`config.mk`:
```
export PLATFORM = sky130hd
export DESIGN_NAME = i2c_target_engine
export DESIGN_NICKNAME = d
export VERILOG_FILES = /design/src/rtl/i2c_tgt_pkg.sv /design/src/rtl/i2c_tgt_line_sync.sv /design/src/rtl/i2c_tgt_cond_det.sv /design/src/rtl/i2c_tgt_proto.sv /design/src/rtl/i2c_tgt_regport.sv /design/src/rtl/i2c_target_engine.sv
export SDC_FILE = /design/constraint.sdc
export NUM_CORES = 1
export LEC_CHECK = 0
export ABC_CLOCK_PERIOD_IN_PS = 2300
export BUFFER_PORTS_ARGS = -buffer_cell sky130_fd_sc_hd__buf_2
export CORE_MARGIN = 2
export CORE_UTILIZATION = 59
export CTS_CLUSTER_SIZE = 10
export DETAILED_ROUTE_END_ITERATION = 6
export HOLD_SLACK_MARGIN = 0.12
export PLACE_DENSITY_LB_ADDON = 0.25
export SLEW_MARGIN = 20
export SYNTH_ARGS = -nofsm -noshare
export SYNTH_HDL_FRONTEND = slang
export SYNTH_SLANG_ARGS = --single-unit
```
`constraint.sdc`:
```
create_clock -name clk -period 2.3 [get_ports clk]
set_input_delay 0.115 -clock clk [delete_from_list [all_inputs] [get_ports clk]]
set_output_delay 0.115 -clock clk [all_outputs]
set_load 0.05 [all_outputs]
```
`src/rtl/i2c_tgt_pkg.sv`:
```
package i2c_tgt_pkg;
  localparam int BYTE_W  = 8;
  localparam int DEVA_W  = 7;
  localparam int CNT_W   = $clog2(BYTE_W + 2);

  localparam logic [CNT_W-1:0] CNT_LAST_BIT = CNT_W'(BYTE_W - 1);
  localparam logic [CNT_W-1:0] CNT_ACK_SLOT = CNT_W'(BYTE_W);
  localparam logic [CNT_W-1:0] CNT_ACK_DONE = CNT_W'(BYTE_W + 1);

  typedef logic [BYTE_W-1:0] byte_t;

  typedef enum logic [2:0] {
    PH_IDLE,
    PH_ADDR,
    PH_WRITE,
    PH_READ,
    PH_MUTE
  } phase_e;
endpackage

```
`src/rtl/i2c_tgt_line_sync.sv`:
```
module i2c_tgt_line_sync #(
  parameter int WIDTH = 2,
  parameter int STAGES = 2,
  parameter logic [WIDTH-1:0] RST_VAL = '1
) (
  input  logic             clk,
  input  logic             rst_n,
  input  logic [WIDTH-1:0] din,
  output logic [WIDTH-1:0] dout
);
  logic [STAGES-1:0][WIDTH-1:0] pipe;

  always_ff @(posedge clk) begin
    if (!rst_n) begin
      pipe <= {STAGES{RST_VAL}};
    end else begin
      pipe[0] <= din;
      for (int i = 1; i < STAGES; i++) pipe[i] <= pipe[i-1];
    end
  end

  assign dout = pipe[STAGES-1];
endmodule

```
`src/rtl/i2c_tgt_cond_det.sv`:
```
module i2c_tgt_cond_det (
  input  logic clk,
  input  logic rst_n,
  input  logic scl_s,
  input  logic sda_s,
  output logic scl_rise,
  output logic scl_fall,
  output logic cond_start,
  output logic stop_raw,
  output logic cond_stop,
  output logic start_hold
);
  logic scl_q, sda_q;

  always_ff @(posedge clk) begin
    if (!rst_n) begin
      scl_q <= 1'b1;
      sda_q <= 1'b1;
    end else begin
      scl_q <= scl_s;
      sda_q <= sda_s;
    end
  end

  assign scl_rise   = scl_s & ~scl_q;
  assign scl_fall   = ~scl_s & scl_q;
  assign cond_start = scl_s & scl_q & sda_q & ~sda_s;
  assign stop_raw   = scl_s & scl_q & ~sda_q & sda_s;

  // A START arms the hold; the SCL fall that ends its high pulse disarms it.
  always_ff @(posedge clk) begin
    if (!rst_n)          start_hold <= 1'b0;
    else if (cond_start) start_hold <= 1'b1;
    else if (scl_fall)   start_hold <= 1'b0;
  end

  assign cond_stop = stop_raw & ~start_hold;
endmodule

```
`src/rtl/i2c_tgt_proto.sv`:
```
module i2c_tgt_proto
  import i2c_tgt_pkg::*;
#(
  parameter logic [DEVA_W-1:0] DEV_ADDR = 7'h4A
) (
  input  logic   clk,
  input  logic   rst_n,
  input  logic   scl_rise,
  input  logic   scl_fall,
  input  logic   cond_start,
  input  logic   cond_stop,
  input  logic   sda_s,
  input  logic   tx_load,
  input  byte_t  tx_byte,
  output logic   sda_oe,
  output logic   ptr_set,
  output logic   wr_push,
  output logic   rd_fetch,
  output byte_t  rx_byte,
  output phase_e phase
);
  logic [CNT_W-1:0] cnt;
  byte_t shreg, txreg, next_byte;
  logic  ack_en, rw, first_wr, ctl_ack;

  assign next_byte = {shreg[BYTE_W-2:0], sda_s};

  always_ff @(posedge clk) begin
    if (!rst_n) begin
      phase    <= PH_IDLE;
      cnt      <= '0;
      shreg    <= '0;
      txreg    <= '0;
      rx_byte  <= '0;
      ack_en   <= 1'b0;
      rw       <= 1'b0;
      first_wr <= 1'b0;
      ctl_ack  <= 1'b0;
      sda_oe   <= 1'b0;
      ptr_set  <= 1'b0;
      wr_push  <= 1'b0;
      rd_fetch <= 1'b0;
    end else begin
      ptr_set  <= 1'b0;
      wr_push  <= 1'b0;
      rd_fetch <= 1'b0;
      if (tx_load) txreg <= tx_byte;

      if (cond_stop) begin
        phase  <= PH_IDLE;
        cnt    <= '0;
        ack_en <= 1'b0;
        sda_oe <= 1'b0;
      end else if (cond_start) begin
        phase  <= PH_ADDR;
        cnt    <= '0;
        ack_en <= 1'b0;
        sda_oe <= 1'b0;
      end else if (scl_rise) begin
        case (phase)
          PH_ADDR, PH_WRITE: begin
            if (cnt < CNT_ACK_SLOT) begin
              shreg <= next_byte;
              cnt   <= cnt + 1'b1;
              if (cnt == CNT_LAST_BIT) begin
                if (phase == PH_ADDR) begin
                  if (next_byte[BYTE_W-1:1] == DEV_ADDR) begin
                    ack_en   <= 1'b1;
                    rw       <= next_byte[0];
                    first_wr <= 1'b1;
                    rd_fetch <= next_byte[0];
                  end else begin
                    phase <= PH_MUTE;
                  end
                end else begin
                  ack_en  <= 1'b1;
                  rx_byte <= next_byte;
                  if (first_wr) begin
                    ptr_set  <= 1'b1;
                    first_wr <= 1'b0;
                  end else begin
                    wr_push <= 1'b1;
                  end
                end
              end
            end else if (cnt == CNT_ACK_SLOT) begin
              cnt <= CNT_ACK_DONE;
            end
          end
          PH_READ: begin
            if (cnt < CNT_ACK_SLOT) begin
              cnt <= cnt + 1'b1;
            end else if (cnt == CNT_ACK_SLOT) begin
              cnt      <= CNT_ACK_DONE;
              ctl_ack  <= ~sda_s;
              rd_fetch <= ~sda_s;
            end
          end
          default: ;
        endcase
      end else if (scl_fall) begin
        case (phase)
          PH_ADDR, PH_WRITE: begin
            if (cnt == CNT_ACK_SLOT) begin
              sda_oe <= ack_en;
            end else if (cnt == CNT_ACK_DONE) begin
              sda_oe <= 1'b0;
              cnt    <= '0;
              ack_en <= 1'b0;
              if (phase == PH_ADDR) begin
                if (rw) begin
                  phase  <= PH_READ;
                  sda_oe <= ~txreg[BYTE_W-1];
                  txreg  <= {txreg[BYTE_W-2:0], 1'b0};
                end else begin
                  phase <= PH_WRITE;
                end
              end
            end
          end
          PH_READ: begin
            if (cnt != '0 && cnt < CNT_ACK_SLOT) begin
              sda_oe <= ~txreg[BYTE_W-1];
              txreg  <= {txreg[BYTE_W-2:0], 1'b0};
            end else if (cnt == CNT_ACK_SLOT) begin
              sda_oe <= 1'b0;
            end else if (cnt == CNT_ACK_DONE) begin
              cnt <= '0;
              if (ctl_ack) begin
                sda_oe <= ~txreg[BYTE_W-1];
                txreg  <= {txreg[BYTE_W-2:0], 1'b0};
              end else begin
                phase  <= PH_MUTE;
                sda_oe <= 1'b0;
              end
            end
          end
          default: ;
        endcase
      end
    end
  end
endmodule

```
`src/rtl/i2c_tgt_regport.sv`:
```
module i2c_tgt_regport
  import i2c_tgt_pkg::*;
#(
  parameter int PTR_W = 8
) (
  input  logic             clk,
  input  logic             rst_n,
  input  logic             ptr_set,
  input  logic             wr_push,
  input  logic             rd_fetch,
  input  byte_t            byte_in,
  output logic             wr_valid,
  input  logic             wr_ready,
  output logic [PTR_W-1:0] wr_addr,
  output byte_t            wr_data,
  output logic             rd_valid,
  input  logic             rd_ready,
  output logic [PTR_W-1:0] rd_addr,
  input  byte_t            rd_data,
  output logic             tx_load,
  output byte_t            tx_byte
);
  logic [PTR_W-1:0] ptr;

  always_ff @(posedge clk) begin
    if (!rst_n) begin
      ptr      <= '0;
      wr_valid <= 1'b0;
      wr_addr  <= '0;
      wr_data  <= '0;
      rd_valid <= 1'b0;
      rd_addr  <= '0;
      tx_load  <= 1'b0;
      tx_byte  <= '0;
    end else begin
      tx_load <= 1'b0;
      if (wr_valid && wr_ready) wr_valid <= 1'b0;
      if (ptr_set) ptr <= PTR_W'(byte_in);
      if (wr_push) begin
        wr_valid <= 1'b1;
        wr_addr  <= ptr;
        wr_data  <= byte_in;
        ptr      <= ptr + 1'b1;
      end
      if (rd_valid && rd_ready) begin
        rd_valid <= 1'b0;
        tx_load  <= 1'b1;
        tx_byte  <= rd_data;
        ptr      <= ptr + 1'b1;
      end else if (rd_fetch) begin
        rd_valid <= 1'b1;
        rd_addr  <= ptr;
      end
    end
  end
endmodule

```
`src/rtl/i2c_target_engine.sv`:
```
module i2c_target_engine
  import i2c_tgt_pkg::*;
#(
  parameter logic [DEVA_W-1:0] DEV_ADDR = 7'h4A,
  parameter int PTR_W = 8,
  parameter int SYNC_STAGES = 2
) (
  input  logic             clk,
  input  logic             rst_n,
  input  logic             scl_i,
  input  logic             sda_i,
  output logic             sda_oe_o,
  output logic             wr_valid_o,
  input  logic             wr_ready_i,
  output logic [PTR_W-1:0] wr_addr_o,
  output logic [7:0]       wr_data_o,
  output logic             rd_valid_o,
  input  logic             rd_ready_i,
  output logic [PTR_W-1:0] rd_addr_o,
  input  logic [7:0]       rd_data_i
);
  logic   scl_s, sda_s;
  logic   scl_rise, scl_fall, cond_start, stop_raw, cond_stop, start_hold;
  logic   ptr_set, wr_push, rd_fetch, tx_load;
  byte_t  rx_byte, tx_byte;
  phase_e phase;

  i2c_tgt_line_sync #(.WIDTH(2), .STAGES(SYNC_STAGES), .RST_VAL(2'b11)) u_sync (
    .clk  (clk),
    .rst_n(rst_n),
    .din  ({scl_i, sda_i}),
    .dout ({scl_s, sda_s})
  );

  i2c_tgt_cond_det u_cond (
    .clk       (clk),
    .rst_n     (rst_n),
    .scl_s     (scl_s),
    .sda_s     (sda_s),
    .scl_rise  (scl_rise),
    .scl_fall  (scl_fall),
    .cond_start(cond_start),
    .stop_raw  (stop_raw),
    .cond_stop (cond_stop),
    .start_hold(start_hold)
  );

  i2c_tgt_proto #(.DEV_ADDR(DEV_ADDR)) u_proto (
    .clk       (clk),
    .rst_n     (rst_n),
    .scl_rise  (scl_rise),
    .scl_fall  (scl_fall),
    .cond_start(cond_start),
    .cond_stop (cond_stop),
    .sda_s     (sda_s),
    .tx_load   (tx_load),
    .tx_byte   (tx_byte),
    .sda_oe    (sda_oe_o),
    .ptr_set   (ptr_set),
    .wr_push   (wr_push),
    .rd_fetch  (rd_fetch),
    .rx_byte   (rx_byte),
    .phase     (phase)
  );

  i2c_tgt_regport #(.PTR_W(PTR_W)) u_regport (
    .clk     (clk),
    .rst_n   (rst_n),
    .ptr_set (ptr_set),
    .wr_push (wr_push),
    .rd_fetch(rd_fetch),
    .byte_in (rx_byte),
    .wr_valid(wr_valid_o),
    .wr_ready(wr_ready_i),
    .wr_addr (wr_addr_o),
    .wr_data (wr_data_o),
    .rd_valid(rd_valid_o),
    .rd_ready(rd_ready_i),
    .rd_addr (rd_addr_o),
    .rd_data (rd_data_i),
    .tx_load (tx_load),
    .tx_byte (tx_byte)
  );
endmodule

```
==> flow_summary.toml <==
[outcome]
outcome = "finished clean"

[layout]
antennaDiodeCount = 0
syn_to_final_growth_pct = 15.41
fin_nets = 503
drive_gt1_share_pct = 16.63
fin_cells = 567

[clock_tree]
clkTransAtPathRegs_ns = 0.10
numCtsBuffers = 9
cts_max_level = 3
cts_root_buffer = "clkbuf_8"
cts_buffer_depth = 2
insertion_delay_ns = 0.37
cts_tree = "done"
clkSinkCount = 88

[pwr]
leakage_nw = 1.794
p_switching_uw = 680.9
peakVddDrop_mv = 0.4267
power_density_nw_per_um2 = 596.4
p_int_mw = 2.114
pwr-share-comb_pct = 4.5
clkPwrFrac_pct = 40.6
p_seq_share_pct = 54.9
power_switching_share_pct = 24.36

[sta]
rsz0062_at_grt = "no"
fmax_mhz = 452.8
maxSlewViolCount = 0
period_share_pct = 96.01
timing.slew.headroom_pct = 52.73
clock-skew-final_ns = 0.01544
period_minus_slack_ns = 2.208
tightest_slew_ns = 0.7036
finalHoldViolations = 0
tns_ns = 0
setup_viol = 0

[floorplan]
core_area_um2 = 6719
ioPinCount = 41
fp.dieArea_um2 = 7561
die_w_um = 86.96
rows = 30
start_util_pct = 60.43
die_h_um = 86.96

[yosys]
avgSynthCellArea_um2 = 9.420
yosysWarnings = 0
syn_inst = 431
synth_top_area_cell = "dfxtp_1"
synth_common_cells = "dfxtp_1 (88), nand2_1 (61), mux2i_1 (44), nor2b_1 (41), a21boi_0 (19)"
seq_area_frac_synth_pct = 43.39
synth_edf_count = 0
synth_nets = 452
yosysMostFrequentCell = "dfxtp_1"
synth_top_area_share_pct = 43.39
synth_cell_types = 69
synth.ff_latch_count = 88
synth_area_leaders = "dfxtp_1 (43%), mux2i_1 (11%), nor2b_1 (6.3%), nand2_1 (5.6%), a21boi_0 (3.5%)"
synth_ff_type = "dfxtp_1"
synth-async-reset-ratio_pct = 0
synth_area_um2 = 4060

[worst_setup_path]
critPathBufInv = 2
slowest_stage = "dfxtp_1"
endpoint_kind = "register"
required_ns = 2.56
cp.arrival_ns = 2.47
worstSetupStartpointType = "register"
cp_max_fo = 8
crit_family = "compound AO/OA/AOI/OAI gates"
worstSetupPathType = "register to register"
path_cells = "inv_1 > ha_1 > nand4bb_2 > nor2_2 > o221ai_2 > o41ai_4 > buf_4 > o22ai_1"
slowest_delay_ns = 0.41

[drt]
vias = 3286
via_per_inst = 5.795
drc = 0
ant_nets = 0
wl_per_cell_um = 15.78
first_pass_iters = 5
drt_iter0_markers = 196
routed_wl_um = 8945

[placement]
place_inst = 538
port_buffers = 40
gp_congestion = 0.9143
dp_hpwl_um = 5946

[worst_hold_path]
hp-class = "input pin to register"

[grt]
grt_antenna_before_repair = 0
gr-total-overflow = 0
grt_pass1_vias = 3086
grt_pass1_wl_um = 14700
grt_usage_pct = 24.44
grt_max_degree = 45

[run]
max_cap_viol_count = 0
-- area by class of cell --
| class | instances | area (µm²) |
|---|---|---|
| Multi-Input combinational cell | 307 | 2143 |
| Fill cell | 509 | 2033 |
| Sequential cell | 88 | 1762 |
| Timing Repair Buffer | 64 | 422.9 |
| Clock buffer | 9 | 123.9 |
| Tap cell | 80 | 100.1 |
| Clock inverter | 7 | 88.84 |
| Inverter | 12 | 45.04 |
-- flip-flops by register name, indices dropped and copies added (netlist names), 2 cells and up --
register	count
u_regport.tx_byte	8
u_proto.shreg	7
u_proto.rx_byte	8
u_regport.ptr	8
u_proto.phase	3
u_regport.rd_addr	8
u_regport.wr_addr	8
u_proto.txreg	8
u_regport.wr_data	8
u_sync.dout	2
u_proto.cnt	4
u_sync.pipe	2
-- power groups by stage --
| stage | sequential [mW] | clock, mW | combinational [mW] |
|---|---|---|---|
| after floorplan | 1.57 | 0 | 0.0760 |
| after global placement | 1.57 | 0 | 0.107 |
| after detailed placement | 1.57 | 0 | 0.108 |
| after CTS | 1.53 | 1.15 | 0.124 |
| after global routing | 1.53 | 1.22 | 0.137 |
| final | 1.53 | 1.13 | 0.127 |
-- placed cells by master, fill, tap and decap left out, types with 2 or more instances in the layout --
master and instances:
o22ai_1 5, a31oi_1 2, nand2_1 61, or3_1 3
dfxtp_1 88, nand4_1 2, clkbuf_8 9, nor3_1 6
buf_2 40, buf_4 11, and3_1 6, nand2b_1 9
and3b_1 2, a21boi_0 19, ha_1 7, a221oi_1 4
inv_6 3, a211oi_1 2, nor3b_1 3, nand3_1 5
inv_1 11, and2_1 4, nor4_1 4, a41o_1 2
o211ai_1 2, dlygate4sd3_1 12, a21oi_1 13, nor2_1 11
nand3b_1 2, nor2b_1 41, o21ai_0 9, o21a_1 2
mux2i_1 44
-- worst paths after layout --
path	startpoint	to	slack (ns)	depth (start not counted)
setup / recovery	u_proto.cnt[0]	u_proto.txreg[3]	0.09	8
hold / removal	rst_n	u_regport.wr_valid	0.22	2
setup reg to reg	u_proto.cnt[0]	u_proto.txreg[3]	0.09	8
hold reg to reg	u_proto.first_wr	u_proto.wr_push	0.43	1
-- logic make-up (layout without fill, tap and decap cells) --
| group | count (synthesis) | after routing | share of synthesized area [%] |
|---|---|---|---|
| AOI/OAI and AO/OA | 83 | 83 | 16.09 |
| xor gates and xnor gates | 1 | 1 | 0.2158 |
| adders and majority gates | 7 | 7 | 2.157 |
| buffers and inverters | 36 | 92 | 4.006 |
| DFF | 88 | 88 | 43.39 |
| muxes | 45 | 45 | 11.12 |
| and+or+nand+nor | 171 | 171 | 23.02 |
-- routing by layer --
| metal | GRT usage (%) | wire, µm | vias to the layer above |
|---|---|---|---|
| li1 | - | - | 1622 |
| met1 | 32.26 | 4042 | 1554 |
| met2 | 40.18 | 4335 | 98 |
| met3 | 4.929 | 439 | 12 |
| met4 | 7.813 | 128 | 0 |
| met5 | 0 | 0 | - |
-- what timing repair did --
action / 4_1_cts / 5_1_grt
hold endpoints to repair: 12 / 0
setup buffers: 0 / 1
setup endpoints to repair: 0 / 8
hold buffers: 12 / 0
gates resized for setup: 0 / 2
-- metrics by stage --
step | power [mW] | worst slack (ns) | util [%] | cell area (µm²) | hold slack [ns]
6_report | 2.795 | 0.09176 | 69.74 | 4686 | 0.2196
5_1_grt | 2.887 | 0.004034 | 69.74 | 4686 | 0.2353
4_1_cts | 2.811 | 0.08385 | 69.52 | 4671 | 0.2147
3_5_place_dp | 1.677 | 0.1020 | 64.56 | 4338 | 0.3047
3_3_place_gp | 1.675 | 0.1803 | 64.56 | 4338 | 0.2997
2_1_floorplan | 1.642 | 0.3372 | - | 4060 | 0.2165
No activity file was read; power rests on OpenSTA's default activity.
